## config.mk

```make
export PLATFORM = sky130hd
export DESIGN_NAME = clk_state_ctrl
export DESIGN_NICKNAME = d
export VERILOG_FILES = /design/src/rtl/clk_state_pkg.sv /design/src/rtl/clk_state_ctrl_fsm.sv /design/src/rtl/clk_state_dpath.sv /design/src/rtl/clk_state_ctrl.sv
export SDC_FILE = /design/constraint.sdc
export NUM_CORES = 1
export LEC_CHECK = 0
export BUFFER_PORTS_ARGS = -buffer_cell sky130_fd_sc_hd__buf_2
export CELL_PAD_IN_SITES_DETAIL_PLACEMENT = 2
export CELL_PAD_IN_SITES_GLOBAL_PLACEMENT = 2
export CORE_UTILIZATION = 25
export DETAILED_ROUTE_END_ITERATION = 10
export HOLD_SLACK_MARGIN = 0.08
export PLACE_DENSITY_LB_ADDON = 0.3
export SETUP_SLACK_MARGIN = 0.05
export SYNTH_ARGS = -nofsm -noshare
export SYNTH_HDL_FRONTEND = slang
export SYNTH_SLANG_ARGS = --single-unit
```

## constraint.sdc

```tcl
create_clock -name clk -period 1.8 [get_ports clk]
set_input_delay 0 -clock clk [delete_from_list [all_inputs] [get_ports clk]]
set_output_delay 0 -clock clk [all_outputs]
set_load 0.01 [all_outputs]
```

## src/rtl/clk_state_pkg.sv

```systemverilog
package clk_state_pkg;
  typedef enum logic [2:0] {
    ST_NORMAL  = 3'd0,
    ST_HALT    = 3'd1,
    ST_STPGNT  = 3'd2,
    ST_INQUIRE = 3'd3,
    ST_TIMED   = 3'd4,
    ST_STPCLK  = 3'd5
  } clkState_e;

  typedef struct packed {
    logic cntLoad;
    logic cntDec;
    logic saveRet;
    logic retIsHalt;
    logic ackSet;
  } ctrlStrobe_t;
endpackage

```

## src/rtl/clk_state_ctrl_fsm.sv

```systemverilog
module clk_state_ctrl_fsm
  import clk_state_pkg::*;
#(
  parameter bit LOW_POWER = 1'b1,
  parameter int TMO_W     = 8
) (
  input  logic             clk,
  input  logic             rstN,
  input  logic             haltDone,
  input  logic             stopReqN,
  input  logic             inquireAct,
  input  logic             busClkRun,
  input  logic             wakeEvt,
  input  logic             tmoWrEn,
  input  logic [TMO_W-1:0] tmoWrData,
  input  logic             cntAtOne,
  input  logic             retHalt,
  output clkState_e        state,
  output ctrlStrobe_t      strobe
);
  clkState_e nxt;
  logic      wrNonZero;

  assign wrNonZero = LOW_POWER && tmoWrEn && (tmoWrData != '0);

  always_comb begin
    nxt    = state;
    strobe = '0;
    unique case (state)
      ST_NORMAL: begin
        if (!stopReqN)      nxt = ST_STPGNT;
        else if (haltDone)  nxt = ST_HALT;
        else if (wrNonZero) begin
          nxt            = ST_TIMED;
          strobe.cntLoad = 1'b1;
        end
      end
      ST_HALT: begin
        if (inquireAct) begin
          nxt              = ST_INQUIRE;
          strobe.saveRet   = 1'b1;
          strobe.retIsHalt = 1'b1;
        end else if (wakeEvt) nxt = ST_NORMAL;
      end
      ST_STPGNT: begin
        if (!busClkRun) nxt = ST_STPCLK;
        else if (inquireAct) begin
          nxt            = ST_INQUIRE;
          strobe.saveRet = 1'b1;
        end else if (stopReqN) nxt = ST_NORMAL;
      end
      ST_INQUIRE: begin
        if (!inquireAct) nxt = retHalt ? ST_HALT : ST_STPGNT;
      end
      ST_TIMED: begin
        strobe.cntDec = 1'b1;
        if (cntAtOne) nxt = ST_NORMAL;
      end
      ST_STPCLK: begin
        if (busClkRun) nxt = ST_STPGNT;
      end
      default: nxt = ST_NORMAL;
    endcase
    strobe.ackSet = (nxt == ST_STPGNT) && (state != ST_STPGNT);
  end

  always_ff @(posedge clk or negedge rstN) begin
    if (!rstN) state <= ST_NORMAL;
    else       state <= nxt;
  end


  stop_prio_chk: assert property (@(posedge clk) disable iff (!rstN)
    (state == ST_NORMAL && !stopReqN) |=> (state == ST_STPGNT));


  stpclk_src_chk: assert property (@(posedge clk) disable iff (!rstN)
    (state != ST_STPGNT && state != ST_STPCLK) |=> (state != ST_STPCLK));


  inq_src_chk: assert property (@(posedge clk) disable iff (!rstN)
    (state != ST_HALT && state != ST_STPGNT && state != ST_INQUIRE) |=> (state != ST_INQUIRE));


  halt_wake_chk: assert property (@(posedge clk) disable iff (!rstN)
    (state == ST_HALT && wakeEvt && !inquireAct) |=> (state == ST_NORMAL));


  std_no_timed_chk: assert property (@(posedge clk) disable iff (!rstN)
    !LOW_POWER |-> (state != ST_TIMED));
endmodule

```

## src/rtl/clk_state_dpath.sv

```systemverilog
module clk_state_dpath
  import clk_state_pkg::*;
#(
  parameter bit LOW_POWER = 1'b1,
  parameter int TMO_W     = 8
) (
  input  logic             clk,
  input  logic             rstN,
  input  ctrlStrobe_t      strobe,
  input  logic [TMO_W-1:0] tmoWrData,
  output logic             cntAtOne,
  output logic             retHalt,
  output logic             ackOut,
  output logic [TMO_W-1:0] fieldRd
);
  localparam logic [TMO_W-1:0] ONE = TMO_W'(1);

  logic [TMO_W-1:0] cntQ;

  always_ff @(posedge clk or negedge rstN) begin
    if (!rstN) begin
      cntQ    <= '0;
      retHalt <= 1'b0;
      ackOut  <= 1'b0;
    end else begin
      if (strobe.cntLoad)                  cntQ <= tmoWrData;
      else if (strobe.cntDec && cntQ != '0) cntQ <= cntQ - ONE;
      if (strobe.saveRet) retHalt <= strobe.retIsHalt;
      ackOut <= strobe.ackSet;
    end
  end

  assign cntAtOne = (cntQ == ONE);

  generate
    if (LOW_POWER) begin : g_lowPower
      assign fieldRd = cntQ;
    end else begin : g_standard
      assign fieldRd = '0;
    end
  endgenerate


  ack_single_chk: assert property (@(posedge clk) disable iff (!rstN)
    ackOut |=> !ackOut);


  cnt_dec_chk: assert property (@(posedge clk) disable iff (!rstN)
    (strobe.cntDec && !strobe.cntLoad && cntQ != '0) |=> (cntQ == $past(cntQ) - ONE));
endmodule

```

## src/rtl/clk_state_ctrl.sv

```systemverilog
module clk_state_ctrl
  import clk_state_pkg::*;
#(
  parameter bit LOW_POWER = 1'b1,
  parameter int TMO_W     = 8
) (
  input  logic             clk,
  input  logic             rstN,
  input  logic             haltDone,
  input  logic             stopReqN,
  input  logic             inquireAct,
  input  logic             busClkRun,
  input  logic             wakeEvt,
  input  logic             tmoWrEn,
  input  logic [TMO_W-1:0] tmoWrData,
  output logic [2:0]       stateCode,
  output logic             coreClkEn,
  output logic             stopGntAck,
  output logic [TMO_W-1:0] tmoRdData
);
  clkState_e   state;
  ctrlStrobe_t strobe;
  logic        cntAtOne;
  logic        retHalt;

  clk_state_ctrl_fsm #(.LOW_POWER(LOW_POWER), .TMO_W(TMO_W)) u_fsm (
    .clk(clk), .rstN(rstN), .haltDone(haltDone), .stopReqN(stopReqN),
    .inquireAct(inquireAct), .busClkRun(busClkRun), .wakeEvt(wakeEvt),
    .tmoWrEn(tmoWrEn), .tmoWrData(tmoWrData), .cntAtOne(cntAtOne),
    .retHalt(retHalt), .state(state), .strobe(strobe)
  );

  clk_state_dpath #(.LOW_POWER(LOW_POWER), .TMO_W(TMO_W)) u_dpath (
    .clk(clk), .rstN(rstN), .strobe(strobe), .tmoWrData(tmoWrData),
    .cntAtOne(cntAtOne), .retHalt(retHalt), .ackOut(stopGntAck),
    .fieldRd(tmoRdData)
  );

  assign stateCode = state;
  assign coreClkEn = (state == ST_NORMAL);


  clk_en_ack_chk: assert property (@(posedge clk) disable iff (!rstN)
    stopGntAck |-> (!coreClkEn && stateCode == 3'd2));
endmodule

```

==> results.md, run 1 <==
* Fraction of layout cells with a size suffix above 1 at 49.1%
* Drt total wl at roughly 3.8 mm
* Worst path slowest cell: or3_4
* Max_cap viols at 0
* CTS buffer count at 3
* Core area at 3440 µm²
* Slew @ Worst Pin at 0.413 ns
* Total GRT Usage at 20.6%
* CTS Buffer Depth at 2
* Initial antenna violation count at 0
* PortBufs at 28
* Ys async rst share at 100%
* Sw Share at 42.9%
* Combinational fraction of design power at 65.0%
* Final period util at 104%
* Status: finished with violations
* Die Ht at 63.1 µm
* Vias per std cell at just over 5
* RSZ-0062 raised after global routing: yes
* Hold Path Class: in -> reg
* Flop pwr share at a little under a quarter
* Synthesized cell area at 932 µm²
* Leak Pwr at around 0.66 nW
* Final core occ at 43.3%
* RD Place Congestion at 0.762
* Max Transition Viols Final at 0
* Routed len/inst at roughly 19 µm
* Sequential element share of the synthesized area at 34.9%
* Post-synth top flop: dfrtp_1
* Final Hold Vio Count at 0
* Area after DPL at 1260 µm²
* Vias in the first global route at 1158
* Pin count of the biggest net entering global routing at 17
* Detailed-route DRC error count at 0
* Fin worst setup slack at -0.0750 ns
* Antenna diodes at 0
* Synth top area share at 34.9%
* EDFF count, synth at 0
* Sequential cell area at 327 µm²
* Synthesized Nets at 119
* CTS tree: done
* Worst skew pair latency at roughly 0.25 ns
* GRT Residual Overflow at 0
* Critical Path Fanout Max at 5
* CTS clk-pin slew, worst paths at 0.06 ns
* Required @ worst endpoint at 1.94 ns
* Final Setup Violations at 6
* CP Class: reg -> reg
* Failing checks: setup timing
* Synth Instances at 100
* Power after layout at between 2 and 2.5 mW
* Worst clock skew at around 0.00054 ns
* Crit-path max cell delay at 0.42 ns
* Multi-input logic area at around 630 µm²
* Cell taking the most area after synthesis: dfrtp_1
* Half-perimeter wire length after detailed placement at 2.46 mm
* # fillers at just under 400
* First-pass GRT wire length at 6.07 mm
* H-tree depth at 1
* Worst setup EP type: register
* I/O pin cnt at 29
* Routed vias at 1044
* Row cnt at 21
* Worst path top cell family by delay: simple AND/OR/NAND/NOR gates
* P_sw at approximately 0.98 mW
* Min Hold Slack at between 0.07 and 0.08 ns
* Root Driver: clkbuf_8
* Drt first pass iters at 4
* Critical Path AT at 2.02 ns
* Max Fclk at 0.533 GHz
* Distinct cells, synth at 40
* Pint at 1.30 mW
* Power per Cell Area at roughly 1500 nW/µm²
* Place WS at -0.0845 ns
* Design area at 1490 µm²
* Routed Antenna Nets at 0
* WP buf/inv at 2
* NumNets Final at 179
* Slew headroom at 72.2%
* Commonest non-fill, non-tap cell in the layout: buf_2
* Crit path cell chain: or3_4, buf_6, buf_4, o21ai_4, mux2_4, a21o_1
* Synth top area cells: dfrtp_1 35%, ha_1 4.0%, nand2b_1 4.0%
* Startpoint Class: register
* Initial Util at 27.1%
* Die W at 63.1 µm
* Area Growth Syn to Fin at 60.0%
* Peak VDD IR at 512 µV
* Avg Cell Area, Syn at 9.32 µm²
* Minimum clock period at 1.87 ns
* Die ar. at ~4000 µm²
* Most frequent cells in the layout: 28 x buf_2, 24 x buf_4, 12 x dfrtp_1, 7 x nand2_1
* #FFs+latches synth at 13
* Initial detailed-routing violation count at 23
* Sink Count at 13
* Synth warn at 0
* Proportion of power drawn by the clock network at 12.1%
==> cells by family (layout without fill, tap and decap cells) <==
family,after synthesis,count (layout),synth area share [%]
DFF,13,13,34.9
buffers and inverters,13,72,7.52
xor gates and xnor gates,1,1,0.940
and+or+nand+nor,40,40,27.3
muxes,2,2,2.28
adders and majority gates,3,3,4.03
AOI/OAI and AO/OA,28,28,23.1
==> layout make-up <==
cell class                      instances  area share, %
Sequential cell                        13           21.9
Timing Repair Buffer                   60           27.0
Inverter                                8           2.01
Clock buffer                            4           3.02
Multi-Input combinational cell         74           42.2
Tap cell                               46           3.86
==> worst min-delay path, stage by stage <==
cell	delay, ns
buf_2	0.09
a22o_1	0.14
nor4bb_1	0.05
==> power groups by stage <==
stage	clock network, mW	registers, mW	logic (mW)
floorplan	0	0.631	0.567
global placement	0	0.512	1.19
detailed placement	0	0.525	1.24
CTS	0.282	0.519	1.41
global route	0.300	0.538	1.60
finish	0.278	0.523	1.48
==> stage by stage <==
stage | TNS (ns) | cells
floorplan | -0.222 | 100
global placement | -0.0444 | 188
detailed placement | -0.239 | 188
CTS | -0.0911 | 204
global route | -0.690 | 205
finish | -0.193 | 205
==> registers in the layout, summed over array words and instances (netlist names) <==
register and count:
u_fsm.state 3, u_dpath.retHalt 1, u_dpath.ackOut 1, u_dpath.fieldRd 8
==> final timing paths <==
check | slack, ns | end | depth (start not counted) | from
worst max-delay path | -0.07 | u_dpath.fieldRd[4]$_DFFE_PN0P_ | 6 | u_dpath.fieldRd[4]$_DFFE_PN0P_
worst min-delay path | 0.07 | u_dpath.ackOut$_DFF_PN0_ | 3 | haltDone
worst max register to register | -0.07 | u_dpath.fieldRd[4]$_DFFE_PN0P_ | 6 | u_dpath.fieldRd[4]$_DFFE_PN0P_
worst min register to register | 0.59 | u_dpath.retHalt$_DFFE_PN0P_ | 2 | u_dpath.retHalt$_DFFE_PN0P_
max in group asynchronous | 1.35 | u_dpath.fieldRd[2]$_DFFE_PN0P_ | 2 | rstN
min in group asynchronous | 0.18 | u_dpath.ackOut$_DFF_PN0_ | 2 | rstN
==> what timing repair did <==
action,4_1_cts,5_1_grt
resized for setup,9,3
endpoints found under the hold margin,18,0
pin swaps,6,1
buffers inserted,6,1
hold buffers,6,0
endpoints found under the setup margin,7,9
==> cells in the mapped netlist, types with 2 or more instances <==
| cell type | instances |
|---|---|
| dfrtp_1 | 13 |
| inv_1 | 8 |
| nand2_1 | 7 |
| nor2_1 | 7 |
| nand2b_1 | 6 |
| a31oi_1 | 5 |
| o31ai_1 | 5 |
| a21oi_1 | 3 |
| clkbuf_1 | 3 |
| ha_1 | 3 |
| nand3b_1 | 3 |
| o22ai_1 | 3 |
| or4_1 | 3 |
| nor3_1 | 2 |
| o221ai_1 | 2 |
| or3_4 | 2 |
| or4_2 | 2 |
==> per-layer routing <==
layer | vias to the layer above | GRT usage [%] | wire length (µm)
li1 | 494 | - | -
met1 | 517 | 25.3 | 1620
met2 | 26 | 36.0 | 1960
met3 | 7 | 4.17 | 150
met4 | 0 | 5.81 | 88
met5 | - | 0 | 0
(Power assumes the default switching activity.)
==> run 2: changes to the inputs <==
--- a/config.mk
+++ b/config.mk
@@ -6,8 +6,6 @@
 export NUM_CORES = 1
 export LEC_CHECK = 0
 export BUFFER_PORTS_ARGS = -buffer_cell sky130_fd_sc_hd__buf_2
-export CELL_PAD_IN_SITES_DETAIL_PLACEMENT = 2
-export CELL_PAD_IN_SITES_GLOBAL_PLACEMENT = 2
 export CORE_UTILIZATION = 25
 export DETAILED_ROUTE_END_ITERATION = 10
 export HOLD_SLACK_MARGIN = 0.08
==> constraint.sdc (replaced) <==
create_clock -name clk -period 1.8 [get_ports clk]
set_input_delay 0.36 -clock clk [delete_from_list [all_inputs] [get_ports clk]]
set_output_delay 0.36 -clock clk [all_outputs]
set_load 0.01 [all_outputs]
==> results.md, run 2 (synthesis results as in run 1) <==
* Status: finished with violations (unchanged)
* Failing checks: setup timing (unchanged)
* Fin worst setup slack at -0.0713 ns (was -0.0750 ns)
* Peak VDD IR at 366 µV (was 512 µV)
* Row cnt at 21 (unchanged)
* Final Setup Violations at 4 (was 6)
* Routed vias at 973 (was 1044)
* Antenna diodes at 0 (unchanged)
* Slew @ Worst Pin at 0.360 ns (was 0.413 ns)
* Worst setup EP type: register (unchanged)
* WP buf/inv at 1 (was 2)
* Worst Hold Path Cells at 3 (unchanged)
* Hold Path Class: in -> reg (unchanged)
* Fraction of layout cells with a size suffix above 1 at 50.0% (was 49.1%)
* CTS buffer count at 3 (unchanged)
* Vias in the first global route at 936 (was 1158)
* Drt total wl at 2.56 mm (was 3.82 mm)
* First-pass GRT wire length at 4.20 mm (was 6.07 mm)
* Max Transition Viols Final at 0 (unchanged)
* Startpoint Class: register (unchanged)
* Reg2Reg Depth at 6 (unchanged)
* Final period util at 104% (about the same)
* GRT Residual Overflow at 0 (unchanged)
* Place WS at -0.115 ns (was -0.0845 ns)
* Max_cap viols at 0 (unchanged)
* Slew headroom at 76.0% (was 72.2%)
* RSZ-0062 raised after global routing: yes (unchanged)
* Final core occ at 41.7% (was 43.3%)
* H-tree depth at 1 (unchanged)
* PortBufs at 28 (unchanged)
* Max reg flops at 8 (unchanged)
* Minimum clock period at 1.87 ns (about the same)
* Crit path cell chain: inv_2, ha_4, or4b_4, o21ai_4, mux2_4, a21o_1 (was or3_4, buf_6, buf_4, o21ai_4, mux2_4, a21o_1)
* M1 GR Usage at 17.2% (was 25.3%)
* Most frequent cells in the layout: 28 x buf_2, 23 x buf_4, 12 x dfrtp_1, 7 x nor2_1, 7 x nand2_1 (was 28 x buf_2, 24 x buf_4, 12 x dfrtp_1, 7 x nand2_1)
* # fillers at 339 (was 387)
* Max Fclk at 0.534 GHz (was 0.533 GHz)
* Routed Antenna Nets at 0 (unchanged)
* Area after DPL at 1320 µm² (was 1260 µm²)
* GR Util met3 at 3.26% (was 4.17%)
* Worst path top cell family by delay: simple AND/OR/NAND/NOR gates (unchanged)
* NumNets Final at 174 (was 179)
* Sink Count at 13 (unchanged)
* Area Growth Syn to Fin at 53.8% (was 60.0%)
* Design area at 1430 µm² (was 1490 µm²)
* Levels on crit path at 6 (unchanged)
* Initial Util at 27.1% (unchanged)
* Core area at 3440 µm² (unchanged)
* CTS clk-pin slew, worst paths at 0.06 ns (about the same)
* Vias per std cell at 4.87 (was 5.09)
* Worst path slowest cell: or4b_4 (was or3_4)
* Die Ht at 63.1 µm (unchanged)
* Setup tns final at -0.133 ns (was -0.193 ns)
* Drt first pass iters at 4 (unchanged)
* Die W at 63.1 µm (unchanged)
* CTS Buffer Depth at 2 (unchanged)
* RD Place Congestion at 0.839 (was 0.762)
* Routed len/inst at 12.8 µm (was 18.6 µm)
* Leak Pwr at 0.637 nW (was 0.655 nW)
* Worst clock skew at 0.00158 ns (was 0.000543 ns)
* Detailed-route DRC error count at 0 (unchanged)
* Critical Path AT at 2.01 ns (was 2.02 ns)
* Worst skew pair latency at 0.25 ns (about the same)
* Die ar. at 3980 µm² (unchanged)
* Commonest non-fill, non-tap cell in the layout: buf_2 (unchanged)
* Pin count of the biggest net entering global routing at 14 (was 17)
* Power after layout at 2.11 mW (was 2.28 mW)
* Total GRT Usage at 13.8% (was 20.6%)
* Half-perimeter wire length after detailed placement at 1.97 mm (was 2.46 mm)
* CP Class: reg -> reg (unchanged)
* CTS tree: done (unchanged)
* Required @ worst endpoint at 1.94 ns (about the same)
* Final Hold Vio Count at 0 (unchanged)
* I/O pin cnt at 29 (unchanged)
* Power per Cell Area at 1470 nW/µm² (was 1530 nW/µm²)
* Initial antenna violation count at 0 (unchanged)
* Root Driver: clkbuf_8 (unchanged)
* Sequential cell area at 327 µm² (unchanged)
* Multi-input logic area at 609 µm² (was 629 µm²)
* Initial detailed-routing violation count at 60 (was 23)
* Critical Path Fanout Max at 5 (unchanged)
* Busiest grt layer: met2 (unchanged)
* Crit-path max cell delay at 0.48 ns (was 0.42 ns)
* Global Route met2 Usage at 21.2% (was 36.0%)
==> run 2: final cells by class <==
class	count	area share, %
multi-input combinational	74	42.5
sequential	13	22.8
clock buffer	4	3.14
tap	46	4.01
timing repair buffer	55	25.5
inverter	8	2.09
==> run 2: final timing paths <==
path                                                start                             end  slack [ns]
setup / recovery           u_dpath.fieldRd[1]$_DFFE_PN0P_  u_dpath.fieldRd[4]$_DFFE_PN0P_       -0.07
hold / removal                               tmoWrData[3]  u_dpath.fieldRd[3]$_DFFE_PN0P_        0.40
setup reg to reg           u_dpath.fieldRd[1]$_DFFE_PN0P_  u_dpath.fieldRd[4]$_DFFE_PN0P_       -0.07
hold reg to reg               u_dpath.retHalt$_DFFE_PN0P_     u_dpath.retHalt$_DFFE_PN0P_        0.58
max in group asynchronous                            rstN  u_dpath.fieldRd[2]$_DFFE_PN0P_        1.01
min in group asynchronous                            rstN  u_dpath.fieldRd[4]$_DFFE_PN0P_        0.54
==> run 2: repair_timing <==
item                                   4_1_cts  5_1_grt
hold buffers                                 1        0
resized for setup                            3        7
setup buffers                                0        0
endpoints found under the hold margin       13        0
pin swaps                                    5        4
setup endpoints to repair                    7        9
gates cloned                                 0        0
==> run 2: tightest hold or removal path, delay by kind of cell <==
family | cells | cell delay, ns
buf+inv | 1 | 0.10
compound gates | 1 | 0.04
simple gates | 1 | 0.10
==> run 2: routing by layer <==
layer	wire length [µm]	share of wire [%]	vias up
met5	0	0	-
met4	72	2.8	0
met3	118	4.6	8
met2	1200	47	23
met1	1170	46	460
li1	-	-	482
==> run 2: where the power goes <==
group	switching, mW	internal [mW]
Combinational	0.671	0.660
Sequential	0.0749	0.433
Clock	0.111	0.157
==> run 2: through the flow <==
stage,hold WS [ns],instances
2_1_floorplan,0.0644,100
3_3_place_gp,0.269,195
3_5_place_dp,0.271,195
4_1_cts,0.369,200
5_1_grt,0.421,200
6_report,0.398,200
